## src/rtl/vid_trs_pkg.sv

```systemverilog
package vid_trs_pkg;

   typedef enum logic [1:0] {
      COMP_CB = 2'd0,
      COMP_Y  = 2'd1,
      COMP_CR = 2'd2
   } comp_e;

   // protection nibble expected for a given F, V, H
   function automatic logic [3:0] trs_prot(input logic f, input logic v, input logic h);
      return {v ^ h, f ^ h, f ^ v, f ^ v ^ h};
   endfunction

   function automatic comp_e phase_to_comp(input logic [1:0] ph);
      case (ph)
         2'd0:    return COMP_CB;
         2'd2:    return COMP_CR;
         default: return COMP_Y;
      endcase
   endfunction

endpackage

```

## src/rtl/trs_detect.sv

```systemverilog
module trs_detect
   import vid_trs_pkg::*;
#(
   parameter int DW         = 8,
   parameter bit PROT_CHECK = 1'b1
) (
   input  logic          clk,
   input  logic          rst_n,
   input  logic          en,
   input  logic [DW-1:0] din,
   output logic          hit,
   output logic          f,
   output logic          v,
   output logic          h
);

   localparam int PRE = 3;

   logic [DW-1:0] hist [PRE];
   logic          pre_ok;
   logic          prot_ok;

   always_ff @(posedge clk) begin
      if (!rst_n) begin
         for (int i = 0; i < PRE; i++) hist[i] <= '0;
      end else begin
         hist[0] <= din;
         for (int i = 1; i < PRE; i++) hist[i] <= hist[i-1];
      end
   end

   assign pre_ok = (hist[2] == '1) && (hist[1] == '0) && (hist[0] == '0);
   assign f = din[DW-2];
   assign v = din[DW-3];
   assign h = din[DW-4];

   if (PROT_CHECK) begin : g_prot
      assign prot_ok = (din[DW-5 -: 4] == trs_prot(f, v, h));
   end else begin : g_noprot
      assign prot_ok = 1'b1;
   end

   assign hit = en && pre_ok && din[DW-1] && prot_ok;


   preamble_order_chk: assert property (@(posedge clk) disable iff (!rst_n)
      hit |-> ($past(din, 1) == '0) && ($past(din, 2) == '0) && ($past(din, 3) == '1));

endmodule

```

## src/rtl/sample_demux.sv

```systemverilog
module sample_demux
   import vid_trs_pkg::*;
#(
   parameter int DW     = 8,
   parameter int STAGES = 3
) (
   input  logic          clk,
   input  logic          rst_n,
   input  logic          en,
   input  logic          hit,
   input  logic          open_win,
   input  logic [DW-1:0] din,
   output logic [DW-1:0] dout,
   output comp_e         comp,
   output logic          vld
);

   logic          active;
   logic [1:0]    phase;
   logic [DW-1:0] sd [STAGES];
   logic          sv [STAGES];
   comp_e         sc [STAGES];

   always_ff @(posedge clk) begin
      if (!rst_n) begin
         active <= 1'b0;
         phase  <= 2'd0;
      end else begin
         phase <= hit ? 2'd0 : phase + 2'd1;
         if (!en)      active <= 1'b0;
         else if (hit) active <= open_win;
      end
   end

   // bytes travel with a valid tag; a code hit clears the tags of its preamble
   always_ff @(posedge clk) begin
      if (!rst_n) begin
         for (int i = 0; i < STAGES; i++) begin
            sd[i] <= '0;
            sv[i] <= 1'b0;
            sc[i] <= COMP_CB;
         end
         dout <= '0;
         vld  <= 1'b0;
         comp <= COMP_CB;
      end else begin
         sd[0] <= din;
         sv[0] <= active && en && !hit;
         sc[0] <= phase_to_comp(phase);
         for (int i = 1; i < STAGES; i++) begin
            sd[i] <= sd[i-1];
            sv[i] <= sv[i-1] && !hit;
            sc[i] <= sc[i-1];
         end
         dout <= sd[STAGES-1];
         vld  <= sv[STAGES-1] && !hit;
         comp <= sc[STAGES-1];
      end
   end


   cb_then_y_chk: assert property (@(posedge clk) disable iff (!rst_n)
      (vld && $past(vld) && ($past(comp) == COMP_CB)) |-> (comp == COMP_Y));


   cr_after_y_chk: assert property (@(posedge clk) disable iff (!rst_n)
      (vld && $past(vld) && ($past(comp) == COMP_CR)) |-> (comp == COMP_Y));

endmodule

```

## src/rtl/lock_track.sv

```systemverilog
module lock_track #(
   parameter int CW = 16
) (
   input  logic          clk,
   input  logic          rst_n,
   input  logic          en,
   input  logic          hit,
   input  logic          f,
   input  logic          v,
   input  logic          h,
   input  logic [CW-1:0] limit,
   output logic          locked
);

   logic [CW-1:0] gap;
   logic          seen;
   logic [1:0]    seen_fv;
   logic          expire;

   assign expire = ({1'b0, gap} + {{CW{1'b0}}, 1'b1}) >= {1'b0, limit};

   always_ff @(posedge clk) begin
      if (!rst_n) begin
         gap     <= '0;
         seen    <= 1'b0;
         seen_fv <= 2'b00;
         locked  <= 1'b0;
      end else begin
         if (hit)              gap <= '0;
         else if (gap != '1)   gap <= gap + 1'b1;

         if (!en) begin
            locked <= 1'b0;
            seen   <= 1'b0;
         end else if (hit) begin
            if (!h) begin
               seen    <= 1'b1;
               seen_fv <= {f, v};
            end else begin
               if (seen && (seen_fv == {f, v})) locked <= 1'b1;
               seen <= 1'b0;
            end
         end else if (expire) begin
            locked <= 1'b0;
            seen   <= 1'b0;
         end
      end
   end


   master_unlock_chk: assert property (@(posedge clk) disable iff (!rst_n)
      !en |=> !locked);


   lock_on_eav_chk: assert property (@(posedge clk) disable iff (!rst_n)
      $rose(locked) |-> ($past(hit) && $past(h)));

endmodule

```

## src/rtl/vid_trs_demux.sv

```systemverilog
module vid_trs_demux
   import vid_trs_pkg::*;
#(
   parameter int DW         = 8,
   parameter int CW         = 16,
   parameter bit PROT_CHECK = 1'b1
) (
   input  logic          clk,
   input  logic          rst_n,
   input  logic          mode_master,
   input  logic [DW-1:0] din,
   input  logic [CW-1:0] lock_limit,
   output logic [DW-1:0] smp_data,
   output logic [1:0]    smp_comp,
   output logic          pix_vld,
   output logic          fld,
   output logic          vblank,
   output logic          hblank,
   output logic          locked
);

   localparam int CODE_LEN = 4;
   localparam int STAGES   = CODE_LEN - 1;

   initial begin
      assert (DW >= 8) else $error("DW must be at least 8");
      assert (CW >= 2) else $error("CW must be at least 2");
   end

   logic  en;
   logic  hit;
   logic  xf, xv, xh;
   comp_e comp_q;

   assign en = !mode_master;

   trs_detect #(.DW(DW), .PROT_CHECK(PROT_CHECK)) u_det (
      .clk(clk), .rst_n(rst_n), .en(en), .din(din),
      .hit(hit), .f(xf), .v(xv), .h(xh)
   );

   sample_demux #(.DW(DW), .STAGES(STAGES)) u_dmx (
      .clk(clk), .rst_n(rst_n), .en(en), .hit(hit),
      .open_win(!xh && !xv), .din(din),
      .dout(smp_data), .comp(comp_q), .vld(pix_vld)
   );

   lock_track #(.CW(CW)) u_lock (
      .clk(clk), .rst_n(rst_n), .en(en), .hit(hit),
      .f(xf), .v(xv), .h(xh), .limit(lock_limit), .locked(locked)
   );

   assign smp_comp = comp_q;

   always_ff @(posedge clk) begin
      if (!rst_n) begin
         fld    <= 1'b0;
         vblank <= 1'b0;
         hblank <= 1'b0;
      end else if (hit) begin
         fld    <= xf;
         vblank <= xv;
         hblank <= xh;
      end
   end


   no_pixel_in_vblank_chk: assert property (@(posedge clk) disable iff (!rst_n)
      pix_vld |-> !vblank);


   flags_load_chk: assert property (@(posedge clk) disable iff (!rst_n)
      hit |=> (hblank == $past(xh)) && (vblank == $past(xv)) && (fld == $past(xf)));


   master_quiet_chk: assert property (@(posedge clk) disable iff (!rst_n)
      mode_master |=> $stable({fld, vblank, hblank}));

endmodule

```

## config.mk

```make
export PLATFORM = sky130hd
export DESIGN_NAME = vid_trs_demux
export DESIGN_NICKNAME = d
export VERILOG_FILES = /design/src/rtl/vid_trs_pkg.sv /design/src/rtl/trs_detect.sv /design/src/rtl/sample_demux.sv /design/src/rtl/lock_track.sv /design/src/rtl/vid_trs_demux.sv
export SDC_FILE = /design/constraint.sdc
export NUM_CORES = 1
export LEC_CHECK = 0
export CAP_MARGIN = 5
export CORE_ASPECT_RATIO = 1.25
export CORE_MARGIN = 4
export CORE_UTILIZATION = 51
export DETAILED_ROUTE_END_ITERATION = 12
export PLACE_DENSITY = 0.8
export REMOVE_ABC_BUFFERS = 1
export SYNTH_ARGS = -nofsm -noshare
export SYNTH_HDL_FRONTEND = slang
export SYNTH_HIERARCHICAL = 1
export SYNTH_SLANG_ARGS = --single-unit
```

## constraint.sdc

```tcl
create_clock -name clk -period 2.6 [get_ports clk]
set_input_delay 0.26 -clock clk [delete_from_list [all_inputs] [get_ports clk]]
set_output_delay 0.26 -clock clk [all_outputs]
set_load 0.05 [all_outputs]
```

# Yosys cells after proc, flatten, opt, wreduce, memory -nomap -nowiden
# Memories as Yosys holds them, arrays and structs flattened. A register that Yosys moved wholly into a read port is not among the register bits.
# Index checks and enable logic that the tools add are counted.
dict set report word_totals {
  ff_bits 27
  latchBits 0
  ram_bits 57
  rom_bits 0
  input_bits 27
  output_inout_bits 15
  elab_cells 92
  n_memories 4
}
dict set report classes {
  n_addsub 3
  n_mul 0
  div 0
  order_cmp 1
  n_eq_ne 7
  n_shift 0
  mux 22
  bitwise_logic 19
  n_reduce_logical 26
}
# name words word_bits rd rd_clocked_by_memory_dff write_ports line
set memory_table {}
lappend memory_table {u_det.hist 3 8 3 0 3 trs_detect.sv:19} ;# logic [DW-1:0] hist [PRE];
lappend memory_table {u_dmx.sd 3 8 3 1 3 sample_demux.sv:20} ;# logic [DW-1:0] sd [STAGES];
lappend memory_table {u_dmx.sc 3 2 3 1 3 sample_demux.sv:22} ;# comp_e sc [STAGES];
lappend memory_table {u_dmx.sv 3 1 3 0 3 sample_demux.sv:21} ;# logic sv [STAGES];
# cell count
set ops {}
lappend ops {{2-to-1 mux 8 bit} 6}
lappend ops {{adder 16 x 1 -> 17 bit, second input constant} 1}
lappend ops {{>= comparator 17 x 16 -> 1 bit} 1}
lappend ops {{adder 16 x 1 -> 16 bit, second input constant} 1}
lappend ops {{logical NOT 8 bit} 2}
lappend ops {{!= test 16 bit, second input constant} 1}
lappend ops {{logical AND 1 bit} 12}
lappend ops {{OR 1 bit} 12}
lappend ops {{2-to-1 mux 1 bit} 11}
lappend ops {{equality test 8 bit, second input constant} 1}
lappend ops {{2-to-1 mux 2 bit} 4}
lappend ops {{logical NOT 1 bit} 6}
lappend ops {{AND reduction 3 bit} 2}
lappend ops {{equality test 4 bit} 1}
lappend ops {{case mux 2 bit (2 select lines)} 1}
lappend ops {{OR reduction 2 bit} 2}
lappend ops {{XOR 1 bit} 4}
lappend ops {{NOT 1 bit} 3}
lappend ops {{adder 2 x 1 -> 2 bit, second input constant} 1}
lappend ops {{equality test 2 bit} 1}
lappend ops {{equality test 2 bit, second input constant} 1}
lappend ops {{logical NOT 2 bit} 1}
lappend ops {{!= test 2 x 1 -> 1 bit, second input constant} 1}
lappend ops {{!= test 2 bit, second input constant} 1}
lappend ops {{nonzero test 2 bit} 1}

# Depth between registers and ports, before layout
dict set report logic_depth {
  word_depth 9
  mapped_depth 13
  mapped_depth_nobuf 12
}

# Hierarchy
# The synthesis kept the hierarchy.
# module instances cells_each area_each_um2 seq_area_each_um2
set by_module_without_submodules {}
lappend by_module_without_submodules {lock_track 1 167 1395.1 400.4}
lappend by_module_without_submodules {sample_demux 1 107 1325.0 940.9}
lappend by_module_without_submodules {trs_detect 1 72 809.5 480.5}
lappend by_module_without_submodules {vid_trs_demux 1 11 116.4 60.1}

# Worst setup path after synthesis
# No wires, ideal clock.
dict set report synth_path {
  path_kind {reg2reg}
  from {register u_lock.gap[0]}
  to {register u_lock.seen}
  setup_ns 0.116
  arrival_ns 2.559
  required_ns 2.484
  setup_slack_ns -0.075
  stages_incl_launch_ff 14
  n_path_buf 1
  period_less_slack_ns 2.675
  cell_sequence {dfxtp_1 -> ha_1 -> and4_1 -> buf_6 -> and3_1 -> xnor2_1 -> inv_1 -> ha_1 -> and3_1 -> nand3_1 -> or4_1 -> nand3_1 -> o21ai_1 -> a41o_1}
}
dict set report synth_between {
  elab_chain_len 3
}
# element line
set synth_rtl {}
lappend synth_rtl {{start: declaration} lock_track.sv:15} ;# logic [CW-1:0] gap;
lappend synth_rtl {{start signal: assignment} lock_track.sv:30} ;# else if (gap != '1) gap <= gap + 1'b1;
lappend synth_rtl {{adder 16 x 1 -> 17 bit} lock_track.sv:20} ;# assign expire = ({1'b0, gap} + {{CW{1'b0}}, 1'b1}) >= {1'b0, limit};
lappend synth_rtl {{>= comparator 17 x 16 -> 1 bit} lock_track.sv:20}
lappend synth_rtl {{nonzero test 2 bit (no source line)} -}
lappend synth_rtl {{end signal: assignment} lock_track.sv:25} ;# seen <= 1'b0;
lappend synth_rtl {{end signal: assignment} lock_track.sv:34} ;# seen <= 1'b0;
lappend synth_rtl {{end signal: assignment} lock_track.sv:37} ;# seen <= 1'b1;
lappend synth_rtl {{end: declaration} lock_track.sv:16} ;# logic seen;
# Every way passes these cells.
# A chain may end at the register's enable or synchronous reset.

# Worst setup path after layout
dict set report layout_path {
  from {register u_lock.gap[2]}
  to {register u_lock.seen}
}
# Same word-level chain as after synthesis.

==> results_dict.tcl <==
set metrics [dict create \
    status "finished, violations left" \
    violations "setup timing" \
    seqCellArea_mm2 0.001889 \
    leakage_nw 2.052 \
    globalplace.congestion 0.8691 \
    critPathSlowestCell "or4_4" \
    seq_power_share 0.573 \
    n_antenna_cell 0 \
    clock_latency_ns 0.36 \
    async_flop_share 0 \
    setup_viol 2 \
    io_pins 42 \
    worstPathRequired_ns 2.84 \
    multi_input_area_mm2 0.001798 \
    cap_violations 0 \
    first_pass_iters 4 \
    synth-seq-area-share 0.5161 \
    rows 34 \
    synth_edf_count 0 \
    cp-end-kind "flop" \
    start_kind "flop" \
    ant_nets 0 \
    final_max_slew_viol_count 0 \
    cpLargestDelayFamily "simple AND/OR/NAND/NOR gates" \
    final_common_cell "dfxtp_1" \
    hp-class "input pin to flop" \
    fp.dieH_um 102.5 \
    powerDensity_mw_per_mm2 553.2 \
    power_switching_mw 0.6530 \
    rsz0062_at_grt "yes" \
    hp-start "rst_n" \
    fin_nets 472 \
    path_clk_slew_ns 0.10 \
    holdBufCountCts 0 \
    drtIter0Drc 61 \
    grt_util_all_layers 0.1641 \
    cp_max_fo 4 \
    fmax_mhz 358.6 \
    grt_pass1_vias 2568 \
    fin_util 0.6777 \
    grt_pass1_wl_mm 11.25 \
    power_frac_comb 0.080 \
    finClkSkew_ns 0.01355 \
    die_area_mm2 0.008574 \
    peakVddDrop_v 0.0003595 \
    worstPathCellList "and4_4, and4_4, and3_4, xnor2_2, inv_1, ha_4, and3_4, nand3_2, or4_4, nand3_4, o21ai_2, a41o_1" \
    start_util 0.5226 \
    r2r-start "u_lock/gap[2]" \
    layout_setup_ws_ns -0.1883 \
    max_slew_margin 0.6581 \
    portBuffers 41 \
    syn_area_mm2 0.003646 \
    cts_root_buf "clkbuf_8" \
    finalCritPeriodShare 1.072 \
    final_cell_mix "dfxtp_1, and2_1, clkdlybuf4s50_1, buf_4, inv_1" \
    clkPwrFrac 0.347 \
    cts_tree "built" \
    grt_max_degree 55 \
    grt_overflow 0 \
    hpwlAfterDp_mm 4.711 \
    cp_num_buf_inv 1 \
    core_area_mm2 0.006977 \
    area_growth_pct 29.68 \
    via_per_inst 4.935 \
    syn_inst 357 \
    clkSinkCount 94 \
    numCtsBuffers 9 \
    drive_gt1_frac 0.2047 \
    worstPathArrival_ns 3.03 \
    critPathMaxStageDelay_ns 0.44 \
    synth_warnings 6 \
    synthTopCellsByArea "dfxtp_1, and2_1, ha_1" \
    worstSetupPathType "flop to flop" \
    die_w_um 83.63 \
    vias 2566 \
    drt-total-wl_mm 7.034 \
    swShare 0.2497 \
    synth.distinct_cells 43 \
    antenna_found_initial 0 \
    yosysTopAreaCell "dfxtp_1" \
    tightestPinTransition_ns 0.5113 \
    netlist.area_leader.share 0.5161 \
    synth_seq_cells 94 \
    p_int_mw 1.963 \
    clockBufferDepth 2 \
    finalHoldViolCount 0 \
    wl_per_cell_um 13.53 \
    syn_avg_cell_area_um2 10.21 \
    period_needed_ns 2.788 \
    p_total_mw 2.616 \
    placement.setup.worst_slack_ns -0.2829 \
    htree_levels 3 \
    worstSetupStartpoint "u_lock/gap[2]" \
    drc 0 \
    n_fill_cell 531 \
    synth_ff_type "dfxtp_1" \
]
## state kept, by name, summed over array words and instances, names as in the netlist
register,cells
u_dmx/sv,3
u_dmx/sc,6
u_dmx/sd,24
u_dmx/vld,1
vblank,1
u_dmx/comp,2
u_dmx/phase,2
u_lock/gap,16
u_lock/seen,1
u_dmx/dout,8
u_lock/seen_fv,2
u_dmx/active,1
u_lock/locked,1
fld,1
hblank,1
u_det/hist,24
## repair_timing
action / CTS / global route
setup endpoints to repair: 2 / 2
endpoints found under the hold margin: 0 / 0
pin swaps: 3 / 10
setup buffers: 1 / 2
gates resized for setup: 18 / 27
## logic make-up (layout without fill, tap and decap cells)
family          Yosys count  in the layout  share of synthesized area
simple gates            142            142                     0.2406
flops                    94             94                     0.5161
buf+inv                  41            114                    0.05010
compound gates           31             31                    0.05216
xor+xnor                 21             21                    0.05045
fa+ha+maj                20             20                    0.06863
mux                       8              8                    0.02196
## cell type report
type,instances,area share
multi-input combinational,222,0.3803
sequential,94,0.3996
clock buffer,9,0.02620
clock inverter,7,0.01455
tap,90,0.02382
inverter,27,0.02143
timing repair buffer,71,0.1342
## worst paths after layout
kind / endpoint / slack (ns) / depth (start not counted)
max: u_lock/seen / -0.19 / 12
min: vblank / 0.32 / 2
max reg2reg: u_lock/seen / -0.19 / 12
min reg2reg: u_dmx/dout[2] / 0.44 / 1
## synth_stat cells (2+ instances only)
| cell type | number |
|---|---|
| a41o_1 | 2 |
| nand2b_1 | 2 |
| xor2_1 | 8 |
| o21ai_0 | 5 |
| and3_1 | 8 |
| a31oi_1 | 3 |
| o2111ai_1 | 2 |
| mux2i_1 | 8 |
| dfxtp_1 | 94 |
| a21oi_1 | 13 |
| xnor2_1 | 13 |
| and4b_1 | 2 |
| nand3b_1 | 2 |
| nand4_1 | 5 |
| buf_2 | 2 |
| nor3_1 | 3 |
| buf_4 | 4 |
| clkbuf_1 | 3 |
| ha_1 | 20 |
| and2_1 | 67 |
| inv_1 | 27 |
| clkbuf_2 | 3 |
| and4_1 | 3 |
| nand3_1 | 12 |
| nor4_1 | 2 |
| a211oi_1 | 2 |
| nor2_1 | 15 |
| nor2b_1 | 8 |
| nand2_1 | 5 |
## power by group through the flow
stage	Sequential [mW]	Clock, mW	Combinational [mW]
2_1_floorplan	1.54	0	0.0849
3_3_place_gp	1.53	0	0.191
3_5_place_dp	1.53	0	0.198
4_1_cts	1.50	0.923	0.200
5_1_grt	1.50	0.993	0.232
6_report	1.50	0.906	0.210
## per-layer routing
layer / vias up / global-route usage / part of all wire
met1: 1165 / 0.1880 / 0.43
li1: 1315 / - / -
met4: 0 / 0.08416 / 0.037
met5: - / 0 / 0
met2: 63 / 0.2878 / 0.49
met3: 23 / 0.03917 / 0.039
## worst register-to-register path: stages, from the launching register on
cell,delay [ns]
dfxtp_2,0.35
and4_4,0.26
and4_4,0.26
and3_4,0.21
xnor2_2,0.12
inv_1,0.10
ha_4,0.27
and3_4,0.17
nand3_2,0.08
or4_4,0.44
nand3_4,0.11
o21ai_2,0.06
a41o_1,0.25
## through the flow
stage                     hold slack, ns  instance area [um^2]  setup TNS, ns  instances
after floorplan                   0.3817                  3565        -0.1387        343
after global placement            0.4121                  4285        -0.2294        501
after detailed placement          0.4179                  4285        -0.4998        501
after CTS                         0.2994                  4544        -0.1602        518
after global routing              0.3353                  4728        -0.5022        520
final                             0.3207                  4728        -0.3352        520
Note: power is estimated with default switching activity, not from simulation.
